**config.mk**
```make
export PLATFORM = sky130hd
export DESIGN_NAME = dp_seq
export DESIGN_NICKNAME = d
export VERILOG_FILES = /design/src/rtl/dp_seq_pkg.sv /design/src/rtl/dp_addr_gen.sv /design/src/rtl/dp_imm_mask.sv /design/src/rtl/dp_rd_fsm.sv /design/src/rtl/dp_seq.sv
export SDC_FILE = /design/constraint.sdc
export NUM_CORES = 1
export LEC_CHECK = 0
export BUFFER_PORTS_ARGS = -buffer_cell sky130_fd_sc_hd__buf_4
export CAP_MARGIN = 0
export CORE_ASPECT_RATIO = 2
export CORE_UTILIZATION = 40
export CTS_BUF_LIST = sky130_fd_sc_hd__clkbuf_4 sky130_fd_sc_hd__clkbuf_8
export DETAILED_ROUTE_END_ITERATION = 10
export PLACE_DENSITY_LB_ADDON = 0.05
export SLEW_MARGIN = 10
export SYNTH_ARGS = -nofsm -noshare
export SYNTH_HDL_FRONTEND = slang
export SYNTH_HIERARCHICAL = 1
export SYNTH_SLANG_ARGS = --single-unit
```
**constraint.sdc**
```tcl
create_clock -name clk -period 5.25 [get_ports clk]
set_input_delay 0.2625 -clock clk [delete_from_list [all_inputs] [get_ports clk]]
set_output_delay 0.2625 -clock clk [all_outputs]
set_load 0.01 [all_outputs]
```
**src/rtl/dp_seq_pkg.sv**
```systemverilog
package dp_seq_pkg;

    localparam int FIELD_W = 12;
    localparam int LEN_W   = 4;

    // Packed order matches the field bit positions: 11:8, 7:6, 5:0
    typedef struct packed {
        logic [3:0]        blk;
        logic [1:0]        szc;
        logic signed [5:0] jmp;
    } dp_field_t;

    typedef enum logic [1:0] {
        ST_IDLE = 2'd0,
        ST_REQ  = 2'd1,
        ST_WAIT = 2'd2
    } dp_state_t;

    function automatic logic [LEN_W-1:0] size_bytes(input logic [1:0] szc);
        return LEN_W'(1) << szc;
    endfunction

endpackage

```
**src/rtl/dp_addr_gen.sv**
```systemverilog
module dp_addr_gen
    import dp_seq_pkg::*;
#(
    parameter int AW = 32
) (
    input  dp_field_t        fld,
    input  logic [AW-1:0]    pc,
    input  logic [AW-1:0]    dp_cur,
    output logic [AW-1:0]    rd_base,
    output logic [LEN_W-1:0] rd_len,
    output logic [AW-1:0]    nxt_dp,
    output logic [AW-1:0]    nxt_pc
);
    logic [AW-1:0] step;
    logic [AW-1:0] jmp_words;

    always_comb begin
        rd_len    = size_bytes(fld.szc);
        jmp_words = {{(AW-6){fld.jmp[5]}}, fld.jmp} << 2;
        rd_base   = (fld.blk != 4'd0) ? pc + AW'(4) : dp_cur;
        step      = (fld.jmp != 6'sd0) ? jmp_words : AW'(rd_len);
        nxt_dp    = rd_base + step;
        nxt_pc    = pc + AW'(4) + AW'({fld.blk, 2'b00});
    end
endmodule

```
**src/rtl/dp_imm_mask.sv**
```systemverilog
module dp_imm_mask
    import dp_seq_pkg::*;
#(
    parameter int DW = 64
) (
    input  logic [1:0]    szc,
    input  logic [DW-1:0] raw,
    output logic [DW-1:0] imm
);
    localparam int LANES = DW / 8;

    logic [LEN_W-1:0] nbytes;
    assign nbytes = size_bytes(szc);

    for (genvar i = 0; i < LANES; i++) begin : g_lane
        if (i < 8) begin : g_live
            assign imm[8*i +: 8] = (nbytes > LEN_W'(i)) ? raw[8*i +: 8] : 8'h00;
        end else begin : g_dead
            assign imm[8*i +: 8] = 8'h00;
        end
    end
endmodule

```
**src/rtl/dp_rd_fsm.sv**
```systemverilog
module dp_rd_fsm
    import dp_seq_pkg::*;
(
    input  logic clk,
    input  logic rst,
    input  logic ins_valid,
    input  logic req_ready,
    input  logic resp_valid,
    output logic idle,
    output logic req_valid,
    output logic accept,
    output logic finish
);
    dp_state_t st_q;

    assign idle      = (st_q == ST_IDLE);
    assign req_valid = (st_q == ST_REQ);
    assign accept    = idle && ins_valid;
    assign finish    = (st_q == ST_WAIT) && resp_valid;

    always_ff @(posedge clk) begin
        if (rst) begin
            st_q <= ST_IDLE;
        end else begin
            unique case (st_q)
                ST_IDLE: if (ins_valid)  st_q <= ST_REQ;
                ST_REQ:  if (req_ready)  st_q <= ST_WAIT;
                ST_WAIT: if (resp_valid) st_q <= ST_IDLE;
                default: st_q <= ST_IDLE;
            endcase
        end
    end
endmodule

```
**src/rtl/dp_seq.sv**
```systemverilog
module dp_seq
    import dp_seq_pkg::*;
#(
    parameter int AW = 32,
    parameter int DW = 64
) (
    input  logic                 clk,
    input  logic                 rst,
    input  logic                 ins_valid_i,
    output logic                 ins_ready_o,
    input  logic [FIELD_W-1:0]   ins_field_i,
    input  logic [AW-1:0]        ins_pc_i,
    output logic                 rd_req_valid_o,
    input  logic                 rd_req_ready_i,
    output logic [AW-1:0]        rd_addr_o,
    output logic [LEN_W-1:0]     rd_len_o,
    input  logic                 rd_resp_valid_i,
    input  logic [DW-1:0]        rd_resp_data_i,
    output logic                 done_o,
    output logic [DW-1:0]        imm_o,
    output logic [AW-1:0]        npc_o,
    output logic [AW-1:0]        dp_o,
    input  logic                 dp_wr_en_i,
    input  logic [AW-1:0]        dp_wr_data_i
);
    typedef struct packed {
        logic [1:0]       szc;
        logic [AW-1:0]    base;
        logic [LEN_W-1:0] len;
        logic [AW-1:0]    nxt_dp;
        logic [AW-1:0]    nxt_pc;
    } pend_t;

    dp_field_t        fld;
    logic             accept, finish, idle;
    logic [AW-1:0]    g_base, g_nxt_dp, g_nxt_pc;
    logic [LEN_W-1:0] g_len;
    logic [DW-1:0]    masked;
    pend_t            pend_q;
    logic [AW-1:0]    dp_q, npc_q;
    logic [DW-1:0]    imm_q;
    logic             done_q;

    assign fld = dp_field_t'(ins_field_i);

    dp_rd_fsm u_fsm (
        .clk        (clk),
        .rst        (rst),
        .ins_valid  (ins_valid_i),
        .req_ready  (rd_req_ready_i),
        .resp_valid (rd_resp_valid_i),
        .idle       (idle),
        .req_valid  (rd_req_valid_o),
        .accept     (accept),
        .finish     (finish)
    );

    dp_addr_gen #(.AW(AW)) u_agen (
        .fld     (fld),
        .pc      (ins_pc_i),
        .dp_cur  (dp_q),
        .rd_base (g_base),
        .rd_len  (g_len),
        .nxt_dp  (g_nxt_dp),
        .nxt_pc  (g_nxt_pc)
    );

    dp_imm_mask #(.DW(DW)) u_mask (
        .szc (pend_q.szc),
        .raw (rd_resp_data_i),
        .imm (masked)
    );

    always_ff @(posedge clk) begin
        if (rst) begin
            pend_q <= '0;
        end else if (accept) begin
            pend_q <= '{szc: fld.szc, base: g_base, len: g_len,
                        nxt_dp: g_nxt_dp, nxt_pc: g_nxt_pc};
        end
    end

    always_ff @(posedge clk) begin
        if (rst) begin
            dp_q   <= '0;
            npc_q  <= '0;
            imm_q  <= '0;
            done_q <= 1'b0;
        end else begin
            done_q <= finish;
            if (finish) begin
                imm_q <= masked;
                npc_q <= pend_q.nxt_pc;
            end
            if (dp_wr_en_i) begin
                dp_q <= dp_wr_data_i;
            end else if (finish) begin
                dp_q <= pend_q.nxt_dp;
            end
        end
    end

    assign ins_ready_o = idle;
    assign rd_addr_o   = pend_q.base;
    assign rd_len_o    = pend_q.len;
    assign done_o      = done_q;
    assign imm_o       = imm_q;
    assign npc_o       = npc_q;
    assign dp_o        = dp_q;
endmodule

```
Yosys cells after proc, flatten, opt, wreduce, memory -nomap -nowiden

Index checks and enable logic that the tools add are counted.

Reduce and logical (&&, ||, !) cells: 7
Mux-type cells: 16
Equality and inequality tests: 5
Add/sub/neg operators: 3
Shift operators: 2
Order comparisons: 8

Operators with widths:

| operator                | count |
|---|---|
| $mux W32                | 4 |
| $mux W8                 | 8 |
| $add A32 B3 Y32 const B | 1 |
| $add A32 B32 Y32        | 1 |
| $add A32 B6 Y32         | 1 |
| $gt A4 B3 Y1 const B    | 4 |
| $gt A4 B1 Y1 const B    | 2 |
| $gt A4 B2 Y1 const B    | 2 |
| $shl A1 B2 Y4 const A   | 2 |
| $mux W2                 | 3 |
| $pmux W2 S3             | 1 |
| $reduce_bool A6 Y1      | 1 |
| $ne A2 B2 Y1 const B    | 2 |
| $reduce_bool A4 Y1      | 1 |
| $reduce_and A3 Y1       | 1 |
| $eq A2 B1 Y1 const B    | 1 |
| $eq A2 B2 Y1 const B    | 1 |
| $logic_and A1 B1 Y1     | 2 |
| $logic_not A2 Y1        | 1 |
| $ne A2 B1 Y1 const B    | 1 |
| $reduce_bool A2 Y1      | 1 |

Flip-flop bits (word level): 233
Output and inout port bits: 167
Logic and storage cells: 51
Input bits: 146

Logic depth before layout (Yosys ltp)

Gate-level depths: netlist (run 1).

Word-level depth: 4
Mapped depth: 20
Depth with buffers taken out: 20

Cells and area by module

Netlist (run 1), hierarchy kept.

Modules (own cells, without submodules):

| module      | times used | cells an instance | area an instance (um^2) |
|---|---|---|---|
| dp_seq      | 1          | 820               | 8714.6 |
| dp_addr_gen | 1          | 516               | 3402.0 |
| dp_imm_mask | 1          | 74                | 467.9 |
| dp_rd_fsm   | 1          | 13                | 112.6 |

Worst setup path before layout (run 1)

Ideal clock, no wire load.

Path kind: input to register
Start point: input port ins_field_i[9]
End point: register pend_q[62] (netlist name)
Cell stages on the path: 18
Library setup time: 0.128 ns
Required time: 5.122 ns
Arrival: 3.982 ns
Path slack: 1.141 ns
Path through: or4_1 -> clkbuf_1 -> clkbuf_1 -> nand2_1 -> nand2_1 -> ha_1 -> fa_1 -> a21o_1 -> and4_1 -> nor3_1 -> o21ai_0 -> a221oi_2 -> o31ai_2 -> a31oi_1 -> o31ai_2 -> xor2_1 -> mux2i_1 -> nor2_1

Word-level cells in the longest chain between the ends: 3

Ends and longest elaborated chain:

| what                   | RTL line          | source |
|---|---|---|
| start: declaration     | dp_seq.sv:11      | `input logic [FIELD_W-1:0] ins_field_i,` |
| $reduce_bool A4 Y1     | dp_addr_gen.sv:20 | `rd_base = (fld.blk != 4'd0) ? pc + AW'(4) : dp_cur;` |
| $mux W32               | dp_addr_gen.sv:20 |  |
| net g_base[0]          | dp_seq.sv:36      | `logic [AW-1:0] g_base, g_nxt_dp, g_nxt_pc;` |
| $add A32 B32 Y32       | dp_addr_gen.sv:22 | `nxt_dp = rd_base + step;` |
| net g_nxt_dp[30]       | dp_seq.sv:36      |  |
| end signal: assignment | dp_seq.sv:78      | `pend_q <= '{szc: fld.szc, base: g_base, len: g_len,` |
| end: declaration       | dp_seq.sv:39      | `pend_t pend_q;` |

The timed path passes the listed nets, and every way through them passes these cells.
A chain may end at the register's enable or synchronous reset.

Worst setup path after layout (run 1)

Start point: input port ins_pc_i[2]
End point: register pend_q[55] (netlist name)

Word-level cells in the longest chain between the ends: 3

Ends and longest elaborated chain:

| what               | RTL line          | source |
|---|---|---|
| start: declaration | dp_seq.sv:12      | `input logic [AW-1:0] ins_pc_i,` |
| $add A32 B3 Y32    | dp_addr_gen.sv:20 |  |
| $mux W32           | dp_addr_gen.sv:20 |  |
| net g_base[14]     | dp_seq.sv:36      |  |
| $add A32 B32 Y32   | dp_addr_gen.sv:22 |  |
| net g_nxt_dp[23]   | dp_seq.sv:36      |  |

The timed path passes the listed nets, and every way through them passes these cells.

==> summary.txt, run 1 <==
Clock tree
  – H-tree levels: 2
  – Clock sink count: approximately 230
  – Cts repair resizes: 0
  – Clock Pin Slew Worst Setup and Hold Paths: 0.06 ns
  – Clock insertion delay at the later pin of the skew report: ~0.57 ns
  – CTS tree: done
  – CTS Buffer Depth: 3
  – Cts bufs inserted: 37
  – Clock root buffer: clkbuf_8

Pwr
  – P per Cell Area: about 270 nW/um^2
  – Leak Pwr: slightly below 7 nW
  – Peak supply drop: between 150 and 200 uV

Synthesis
  – Compound-Gate Fraction of Synth Area: 0.09657
  – Syn_nets: ~1600
  – Predominant post-synthesis flop cell: dfxtp_1
  – Synth Area in XOR/XNOR: 0.05725
  – Cells after Synth: between 1000 and 1500
  – Flops & latches, synth: about 230
  – Synth cell types: around 70
  – Post-Syn Area per Cell: 8.923 um^2
  – Post-synthesis mux area share: 0.1821
  – Adder-Cell Fraction of Synth Area: 0.03843
  – Post-synth EDFFs: 0
  – Simple-gate portion of the synthesized area: 0.1912
  – Top cells by area, synth: dfxtp_1 (37%), mux2i_1 (18%), nor2_1 (7.6%), xnor2_1 (3.7%), buf_4 (3.5%)
  – Ys async rst share: 0
  – Largest family of logic cells by synthesized area: simple AND/OR/NAND/NOR gates
  – Yosys top cell by area: dfxtp_1
  – Most common cell in the synthesized netlist: nor2_1
  – Commonest cells post-synth: nor2_1 (258), dfxtp_1 (233), mux2i_1 (231)
  – Total number of yosys warnings: 6
  – Seq/Total Area, Yosys: 0.3674
  – Synthesized cell area: between 10000 and 15000 um^2
  – Top cell type's share of synthesized area: 0.3674

Floorplan
  – Core box area: about 31000 um^2
  – # IOs: approximately 310
  – Initial Util: 0.4040
  – Total die area: approximately 33000 um^2
  – Row count: 92
  – Die width: 128.0 um
  – Die Height: about 250 um

STA
  – Max Slew Vio Count: 0
  – Slew @ Worst Pin: about 1.1 ns
  – Skew final: between 0.03 and 0.04 ns
  – Tmin final: about 4 ns
  – RSZ-0062 raised after global routing: false
  – Final Hold Fails: 0
  – Setup TNS: 0 ns
  – Final Cycle Share: 0.7612
  – # setup viols final: 0
  – Max Freq: between 0.2 and 0.3 GHz
  – Worst slew margin: 0.2758
  – Setup WS post-layout: between 1 and 1.5 ns

Global routing
  – Largest net degree at the start of global routing: 164
  – Gr usage total: 0.2245
  – Vias in the first global route: about 10000
  – Initial antenna violation count: 4
  – Grt total ovfl: 0
  – First-pass GRT wire length: between 50000 and 60000 um

Critical path
  – Crit path DAT: ~4.4 ns
  – Crit-path max FO: 9
  – CP Cell Sequence: buf_4 > ha_1 > and2_1 > nand2_1 > nor3_2 > xnor2_1 > a21oi_1 > ha_1 > a2111oi_0 > o21ai_0 > a22oi_1 > nand2_1 > maj3_1 > a21oi_1 > o21ai_1 > a31oi_1 > xnor2_1 > mux2i_1 > nor2_1
  – CP Launch Type: input pin
  – Buffer and inverter count on the worst path: 1
  – Stages on worst setup path: 19
  – Cell family with most CP delay: compound AO/OA/AOI/OAI gates
  – CP max-delay cell: maj3_1
  – Critical Path RT: approximately 5.7 ns
  – Number of cells on the worst reg-to-reg path: 15
  – Reg2reg end: pend_q[62]
  – CP Class: input pin to flop
  – Critical Path Sink Type: flop
  – Crit path largest cell delay: 0.41 ns
  – RR Startpoint: dp_o[0]
  – R2r setup slk: roughly 1.5 ns

Worst hold path
  – Worst Hold End: dp_o[6]
  – Worst Hold Class: input pin to flop
  – Min-delay src: dp_wr_data_i[6]
  – Hold depth: 3

Placed design
  – DP Wirelength: 27740 um
  – GP Congestion: just under 0.9
  – Port-buffer cells: 312
  – Pre-CTS WS: 0.8053 ns

Final layout
  – Share of cells above drive strength 1: 0.2403
  – Area growth, synth to finish: 25.41%
  – Layout Nets: about 1900
  – Final Util: 0.5067
  – Filler cells: around 3100

Detailed routing
  – ANT nets after route: 0
  – Vias per cell: between 5 and 6
  – Iter 0 DRT Violations: approximately 360
  – Routed WL: roughly 38000 um
  – Drt pass-1 iters: 5
  – Vias post-DR: around 11000
  – Residual DRC count: 0
  – Routed len/inst: 17.75 um

Job
  – Maxcap violations: 0

Outcome
  – Status: finished, final reports clean
-- worst min-delay path: cells and delay by family --
| family | cells | cell delay (ns) |
|---|---|---|
| buffers and inverters | 1 | 0.11 |
| AND/OR/NAND/NOR | 1 | 0.11 |
| AO/OA/AOI/OAI | 1 | 0.05 |
-- routing by layer --
metal / vias to the layer above / GRT usage / part of all wire
li1: 5371 / - / -
met1: 5067 / 0.2363 / 0.39
met2: 287 / 0.4371 / 0.54
met3: 64 / 0.03789 / 0.047
met4: 0 / 0.07966 / 0.024
met5: - / 0 / 0
-- layout by cell type, fill, tap and decap left out, types with 8 or more instances in the layout --
cell,n
buf_4,319
nor2_1,257
dfxtp_1,233
mux2i_1,231
nand2_1,57
xnor2_1,53
a21oi_1,45
clkbuf_8,43
and3_1,43
nor2b_1,39
a211oi_1,37
ha_1,35
o21ai_0,33
dlygate4sd3_1,31
xor2_1,30
a21o_1,24
and2_1,20
nand3_1,17
o21a_1,13
inv_1,12
clkbuf_4,12
nor3_1,10
a31oi_1,8
-- flip-flops by register name, summed over array words and instances (netlist names) --
name and flops:
rd_len_o 4, pend_q 66, done_o 1, u_fsm/st_q 2, npc_o 32, imm_o 64
dp_o 32, rd_addr_o 32
-- layout make-up --
class | instances | area (um^2) | area share
clock buffers | 55 | 681.9 | 0.04282
well taps | 423 | 529.3 | 0.03324
flip-flops and latches | 233 | 4664 | 0.2929
diodes | 4 | 10.01 | 0.0006286
inverters | 12 | 45.04 | 0.002829
multi-input cells | 1042 | 7197 | 0.4520
repair buffers | 353 | 2756 | 0.1731
clock inverters | 7 | 40.04 | 0.002514
-- how the worst max path moves through the flow --
| stage | start | end | slack [ns] |
|---|---|---|---|
| finish | ins_pc_i[2] | pend_q[55] | 1.25 |
| global route | ins_pc_i[2] | pend_q[55] | 1.07 |
| CTS | ins_pc_i[2] | pend_q[55] | 1.38 |
| detailed placement | ins_pc_i[2] | pend_q[55] | 0.81 |
| global placement | ins_field_i[9] | pend_q[62] | 0.91 |
| floorplan | ins_field_i[9] | pend_q[62] | 1.14 |
-- timing repair --
action | in CTS | in global routing
hold buffers | 31 | 0
hold endpoints to repair | 30 | 0
setup buffers | 0 | 0
endpoints found under the setup margin | 0 | 0
-- stage by stage --
step | hold WS (ns) | cell area [um^2] | instances | power, W
6_report | 0.02299 | 15920 | 2129 | 0.004343
5_1_grt | 0.01809 | 15920 | 2129 | 0.004553
4_1_cts | 0.00008421 | 15910 | 2125 | 0.004419
3_5_place_dp | 0.4825 | 14880 | 2032 | 0.002807
3_3_place_gp | 0.4726 | 14880 | 2032 | 0.002801
2_1_floorplan | 0.3249 | 12700 | 1423 | 0.002531
-- kinds of logic (layout without fill, tap and decap cells) --
family	after synthesis	after routing
simple gates	503	503
flops	233	233
mux	231	231
compound gates	187	187
buf+inv	148	427
xor+xnor	83	83
fa+ha+maj	38	38
other cells	0	4
-- report_power, final --
group / switching [W] / leakage [nW] / internal (W)
logic: 0.000457 / 4.52 / 0.000406
clock network: 0.000725 / 0.384 / 0.000829
registers: 0.0000639 / 1.90 / 0.00186
Note: power is estimated with default switching activity, not from simulation.
==> run 2, diff against run 1 <==
==> constraint.sdc (replaced) <==
create_clock -name clk -period 3.7 [get_ports clk]
set_input_delay 0.185 -clock clk [delete_from_list [all_inputs] [get_ports clk]]
set_output_delay 0.185 -clock clk [all_outputs]
set_load 0.01 [all_outputs]
==> summary.txt, run 2 (synthesis results as in run 1) <==
Worst hold path
  – Worst Hold Class: input pin to flop

STA
  – Final Cycle Share: 0.9180
  – Worst slew margin: 0.2408 (-0.03495)
  – Slew @ Worst Pin: 1.138 ns (+0.05375 ns)
  – Skew final: 0.02324 ns (-0.01003 ns)
  – RSZ-0062 raised after global routing: false
  – # setup viols final: 0 (unchanged)
  – Tmin final: around 3.4 ns
  – Max Slew Vio Count: 0 (unchanged)
  – Max Freq: about 0.29 GHz
  – Final Hold Fails: 0 (unchanged)

Floorplan
  – Die Height: 254.0 um (unchanged)
  – Row count: 92 (unchanged)
  – Initial Util: 0.4040 (unchanged)
  – Total die area: 32500 um^2 (unchanged)
  – Die width: 128.0 um (unchanged)
  – # IOs: 313 (unchanged)
  – Core box area: 31430 um^2 (unchanged)

Pwr
  – Leak Pwr: 7.663 nW (+13%)
  – P per Cell Area: 371.6 nW/um^2 (+36%)
  – Total power: 0.006501 W (+50%)
  – Peak supply drop: 352.5 uV (+81%)

Global routing
  – Initial antenna violation count: 4 (unchanged)
  – First-pass GRT wire length: 60430 um (+6.5%)
  – Gr usage total: 0.2378 (+0.01327)
  – Vias in the first global route: 11500 (+11%)
  – Largest net degree at the start of global routing: 90 (-45%)
  – Grt total ovfl: 0 (unchanged)

Clock tree
  – Clock Pin Slew Worst Setup and Hold Paths: 0.07 ns (about the same)
  – H-tree levels: 2 (unchanged)
  – Clock insertion delay at the later pin of the skew report: 0.56 ns (about the same)
  – CTS Buffer Depth: 3 (unchanged)
  – Post-CTS setup buffer count: 0 (unchanged)
  – Clock sink count: 233 (unchanged)
  – CTS tree: done
  – Clock root buffer: clkbuf_8
  – Cts bufs inserted: 37 (unchanged)

Final layout
  – Filler cells: 3044 (-2.4%)
  – Register area: 4664 um^2 (unchanged)
  – Largest reg by FF count: pend_q
  – Commonest non-fill, non-tap cell in the layout: buf_4
  – Multi-input combinational cell area: 7212 um^2 (+0.21%)
  – Final Util: 0.5567 (+0.05001)
  – Share of cells above drive strength 1: 0.2814 (+0.04108)
  – Most frequent cells in the layout: buf_4 (431), nor2_1 (257), dfxtp_1 (233)
  – Layout Nets: 2037 (+9.4%)
  – Area growth, synth to finish: 37.79%
  – Largest register FFs: 66 (unchanged)

Detailed routing
  – Routed WL: 39280 um (+3.9%)
  – Routed len/inst: 17.02 um (-4.1%)
  – ANT nets after route: 0 (unchanged)
  – Vias post-DR: 11370 (+5.4%)
  – Iter 0 DRT Violations: 279 (-23%)
  – Drt pass-1 iters: 4 (-1)
  – Residual DRC count: 0 (unchanged)
  – Vias per cell: 4.930 (-2.7%)

Critical path
  – Crit-path max FO: 5 (-4)
  – Reg2reg end: pend_q[44]
  – Crit path DAT: 3.81 ns (-0.60 ns)
  – Critical Path Sink Type: flop
  – CP endpoint: pend_q[55]
  – Crit path launch: ins_field_i[7]
  – CP Launch Type: input pin
  – RR Startpoint: dp_o[0]
  – Critical Path RT: 4.11 ns (-1.55 ns)
  – CP Class: input pin to flop
  – R2r setup slk: 0.42 ns (-1.08 ns)
  – Number of cells on the worst reg-to-reg path: 17 (+2)

Outcome
  – Status: finished, final reports clean

Placed design
  – DP Wirelength: 29080 um (+4.8%)
  – Port-buffer cells: 312 (unchanged)
  – GP Congestion: 0.9102 (+3.2%)

Job
  – Maxcap violations: 0 (unchanged)
run 2: cell count changes in the layout (fill, tap and decap cells not counted), sizes merged:
cell         change
dlygate4sd3     +62
buf            +113
bufinv           +1
clkinv           +2
run 2: final cells by class:
class	count	share of cell area
multi-input cells	1042	0.4122
flip-flops and latches	233	0.2666
repair buffers	528	0.2422
clock buffers	55	0.04076
well taps	423	0.03025
clock inverters	10	0.004792
inverters	12	0.002575
diodes	4	0.0005721
run 2: repair_timing:
item / 4_1_cts / 5_1_grt
resized for setup: 0 / 2
endpoints found under the setup margin: 0 / 4
hold endpoints to repair: 92 / 0
hold buffers: 93 / 0
run 2: per-stage QoR:
| step | std cells | instance area [um^2] | hold slack [ns] | setup TNS (ns) | setup slack [ns] |
|---|---|---|---|---|---|
| floorplan | 1423 | 12710 | 0.2474 | 0 | 0.004654 |
| global placement | 2145 | 15750 | 0.4246 | -0.9603 | -0.2158 |
| detailed placement | 2145 | 15750 | 0.4326 | -1.764 | -0.2251 |
| CTS | 2303 | 17480 | 0.0006737 | 0 | 0.1899 |
| global route | 2307 | 17500 | 0.02360 | 0 | 0.09489 |
| finish | 2307 | 17500 | 0.01811 | 0 | 0.3033 |
run 2: power breakdown:
group	switching [W]	total [W]	leakage (nW)	internal [W]
Sequential	0.0000863	0.00273	1.90	0.00264
Combinational	0.000688	0.00141	5.34	0.000718
Clock	0.00106	0.00237	0.419	0.00131
Total	0.00183	0.00650	7.66	0.00467
run 2: per-layer routing:
metal,wire length [um],track usage,vias up,part of all wire
met5,0,0,-,0
met4,1464,0.1082,0,0.037
met3,1657,0.03621,79,0.042
met2,21240,0.4615,298,0.54
met1,14910,0.2446,5271,0.38
li1,-,-,5725,-
run 2: worst max-delay path, cell delays in order:
cell	delay, ns
dlygate4sd3_1	0.56
buf_4	0.17
nor2b_2	0.17
and3_1	0.23
ha_1	0.26
a211oi_1	0.32
nor4_1	0.12
buf_4	0.15
o21ai_0	0.18
nand2_1	0.14
maj3_1	0.41
a21oi_2	0.21
o21ai_1	0.18
a31oi_1	0.24
xnor2_1	0.09
mux2i_1	0.14
nor2_1	0.05
run 2: how the worst min path moves through the flow:
stage                 startpoint       endpoint  slack, ns  cells after the start
6_report                     rst      pend_q[0]       0.02                      2
5_1_grt         dp_wr_data_i[29]       dp_o[29]       0.02                      3
4_1_cts             ins_pc_i[17]     pend_q[17]     0.0007                      4
3_5_place_dp   rd_resp_data_i[2]       imm_o[2]       0.43                      3
3_3_place_gp   rd_resp_data_i[1]       imm_o[1]       0.42                      3
2_1_floorplan                rst  u_fsm/st_q[1]       0.25                      1
==> run 3, diff against run 2 <==
--- a/config.mk
+++ b/config.mk
@@ -7,10 +7,10 @@
 export LEC_CHECK = 0
 export BUFFER_PORTS_ARGS = -buffer_cell sky130_fd_sc_hd__buf_4
 export CAP_MARGIN = 0
-export CORE_ASPECT_RATIO = 2
 export CORE_UTILIZATION = 40
 export CTS_BUF_LIST = sky130_fd_sc_hd__clkbuf_4 sky130_fd_sc_hd__clkbuf_8
 export DETAILED_ROUTE_END_ITERATION = 10
+export HOLD_SLACK_MARGIN = 0.15
 export PLACE_DENSITY_LB_ADDON = 0.05
 export SLEW_MARGIN = 10
 export SYNTH_ARGS = -nofsm -noshare
==> summary.txt, run 3 (synthesis results as in run 1) <==
Outcome
  – Status: finished, final reports clean

Floorplan
  – Die width: 180.2 um (+41%)
  – Core box area: 30910 um^2 (-1.6%)
  – # IOs: 313 (unchanged)
  – Row count: 64 (-30%)
  – Die Height: 180.2 um (-29%)
  – Total die area: 32460 um^2 (-0.13%)
  – Initial Util: 0.4108 (+0.006738)

Critical path
  – CP max-delay cell: dlygate4sd3_1
  – Most common cell on crit path: a21o_1
  – CP Launch Type: input pin
  – CP Class: input pin to flop
  – R2r setup slk: 0.48 ns (+0.06 ns)
  – Critical Path Sink Type: flop
  – Critical Path RT: 4.11 ns (about the same)
  – CP Cell Sequence: dlygate4sd3_1 > buf_4 > nand3_2 > buf_4 > nor2_2 > nand3_1 > nor2_1 > xnor2_2 > a21oi_1 > ha_1 > a21o_1 > a21o_1 > a21o_1 > a21o_1 > a21oi_1 > nand2_1 > o211ai_1 > xnor2_1 > mux2i_1 > nor2_1
  – Crit path largest cell delay: 0.57 ns (about the same)
  – Crit-path max FO: 4 (-1)
  – Crit path DAT: 4.02 ns (+0.21 ns)

Placed design
  – Port-buffer cells: 312 (unchanged)
  – GP Congestion: 0.8579 (-5.7%)
  – Placed Area: 15620 um^2 (-0.81%)
  – DP Wirelength: 27370 um (-5.9%)
  – Dpl cells: 2102 (-2.0%)

Clock tree
  – Clock sink count: 233 (unchanged)
  – CTS Buffer Depth: 3 (unchanged)
  – Clock root buffer: clkbuf_8
  – Clock Pin Slew Worst Setup and Hold Paths: 0.06 ns (about the same)
  – CTS tree: done
  – H-tree levels: 2 (unchanged)
  – Cts bufs inserted: 43 (+16%)
  – Clock insertion delay at the later pin of the skew report: 0.56 ns (about the same)

Detailed routing
  – Vias per cell: 4.949 (+0.38%)
  – Drt pass-1 iters: 6 (+2)
  – Iter 0 DRT Violations: 553 (+98%)
  – Routed WL: 39370 um (+0.25%)
  – ANT nets after route: 0 (unchanged)
  – Residual DRC count: 0 (unchanged)
  – Vias post-DR: 11490 (+1.0%)
  – Routed len/inst: 16.96 um (-0.40%)

STA
  – Skew final: 0.02704 ns (+0.003799 ns)
  – Worst slew margin: 0.3952 (+0.1543)
  – Max Freq: 0.2774 GHz (-5.8%)
  – Final Hold Fails: 0 (unchanged)
  – Slew @ Worst Pin: 0.9073 ns (-0.2302 ns)
  – Final Cycle Share: 0.9742 (+0.05615)
  – Max Slew Vio Count: 0 (unchanged)
  – RSZ-0062 raised after global routing: true
  – Tmin final: 3.604 ns (+0.2078 ns)
  – # setup viols final: 0 (unchanged)

Final layout
  – Final Util: 0.5873 (+0.03054)
  – Share of cells above drive strength 1: 0.2814 (about the same)
  – Register area: 4666 um^2 (about the same)
  – Filler cells: 2806 (-7.8%)
  – Largest reg by FF count: pend_q
  – Layout Nets: 2077 (+2.0%)
  – Diode count: 0 (-4)
  – Largest register FFs: 66 (unchanged)
  – Final std cells w/o fill: 2322 (+0.65%)
  – Commonest non-fill, non-tap cell in the layout: buf_4
  – Multi-input combinational cell area: 7321 um^2 (+1.5%)
  – Fin area: 18150 um^2 (+3.8%)
  – Area growth, synth to finish: 42.96%
  – Most frequent cells in the layout: buf_4 (414), nor2_1 (254), dfxtp_1 (232)

Global routing
  – Gr usage total: 0.2354 (-0.002429)
  – Largest net degree at the start of global routing: 103 (+14%)
  – Vias in the first global route: 11230 (-2.3%)
  – Initial antenna violation count: 0 (-4)
  – Routing usage on met2: 0.3577 (-0.1038)
  – First-pass GRT wire length: 61880 um (+2.4%)
  – Grt total ovfl: 0 (unchanged)
  – M3 GR Usage: 0.03537 (-0.0008427)
  – Most crowded layer after global routing: met2
  – M1 GR Usage: 0.3435 (+0.09885)

Pwr
  – P per Cell Area: 381.3 nW/um^2 (+2.6%)
  – Leak Pwr: 8.000 nW (+4.4%)
  – Peak supply drop: 235.9 uV (-33%)

Job
  – Maxcap violations: 0 (unchanged)

Worst hold path
  – Worst Hold Class: input pin to flop
## run 3: critical path, delay by kind of cell
| kind | cells | cell delay (ns) |
|---|---|---|
| compound gates | 7 | 1.47 |
| buf+inv | 3 | 0.88 |
| simple gates | 6 | 0.77 |
| fa+ha+maj | 1 | 0.29 |
| xor+xnor | 2 | 0.26 |
| mux | 1 | 0.14 |
## run 3: what timing repair did
| item | CTS | global route |
|---|---|---|
| hold endpoints to repair | 145 | 0 |
| hold buffers | 141 | 0 |
| endpoints found under the setup margin | 0 | 11 |
| gates resized for setup | 0 | 26 |
| setup buffers | 0 | 1 |
## run 3: final timing paths
| path | start | end | depth (start not counted) |
|---|---|---|---|
| worst max-delay path | ins_pc_i[11] | pend_q[63] | 20 |
| worst min register to register | pend_q[53] | pend_q[53] | 2 |
| worst min-delay path | ins_pc_i[31] | pend_q[31] | 5 |
| worst max register to register | dp_o[12] | pend_q[57] | 15 |
## run 3: metal layers
| layer | share of wire | vias to the layer above |
|---|---|---|
| met2 | 0.43 | 305 |
| li1 | - | 5828 |
| met4 | 0.020 | 0 |
| met1 | 0.51 | 5304 |
| met3 | 0.044 | 54 |
| met5 | 0 | - |
## run 3: power by group
group | switching [W] | leakage, nW | internal (W)
Combinational | 0.000696 | 5.58 | 0.000724
Clock | 0.00110 | 0.519 | 0.00166
Sequential | 0.0000972 | 1.90 | 0.00264
Total | 0.00190 | 8.00 | 0.00503
## run 3: per-stage QoR
| stage | hold WS [ns] | worst slack (ns) | TNS (ns) | total power (W) |
|---|---|---|---|---|
| floorplan | 0.2474 | 0.004654 | 0 | 0.003594 |
| global placement | 0.4189 | -0.1670 | -0.9113 | 0.004076 |
| detailed placement | 0.4302 | -0.1852 | -1.248 | 0.004079 |
| CTS | 0.1757 | 0.006355 | 0 | 0.006969 |
| global route | 0.1995 | -0.06805 | -0.3109 | 0.007265 |
| finish | 0.1898 | 0.09559 | 0 | 0.006922 |
## run 3: area by class of cell
class | count | share of cell area
repair buffers | 562 | 0.2557
flip-flops and latches | 233 | 0.2570
inverters | 12 | 0.002481
clock inverters | 8 | 0.005307
multi-input cells | 1042 | 0.4033
well taps | 396 | 0.02730
clock buffers | 69 | 0.04887
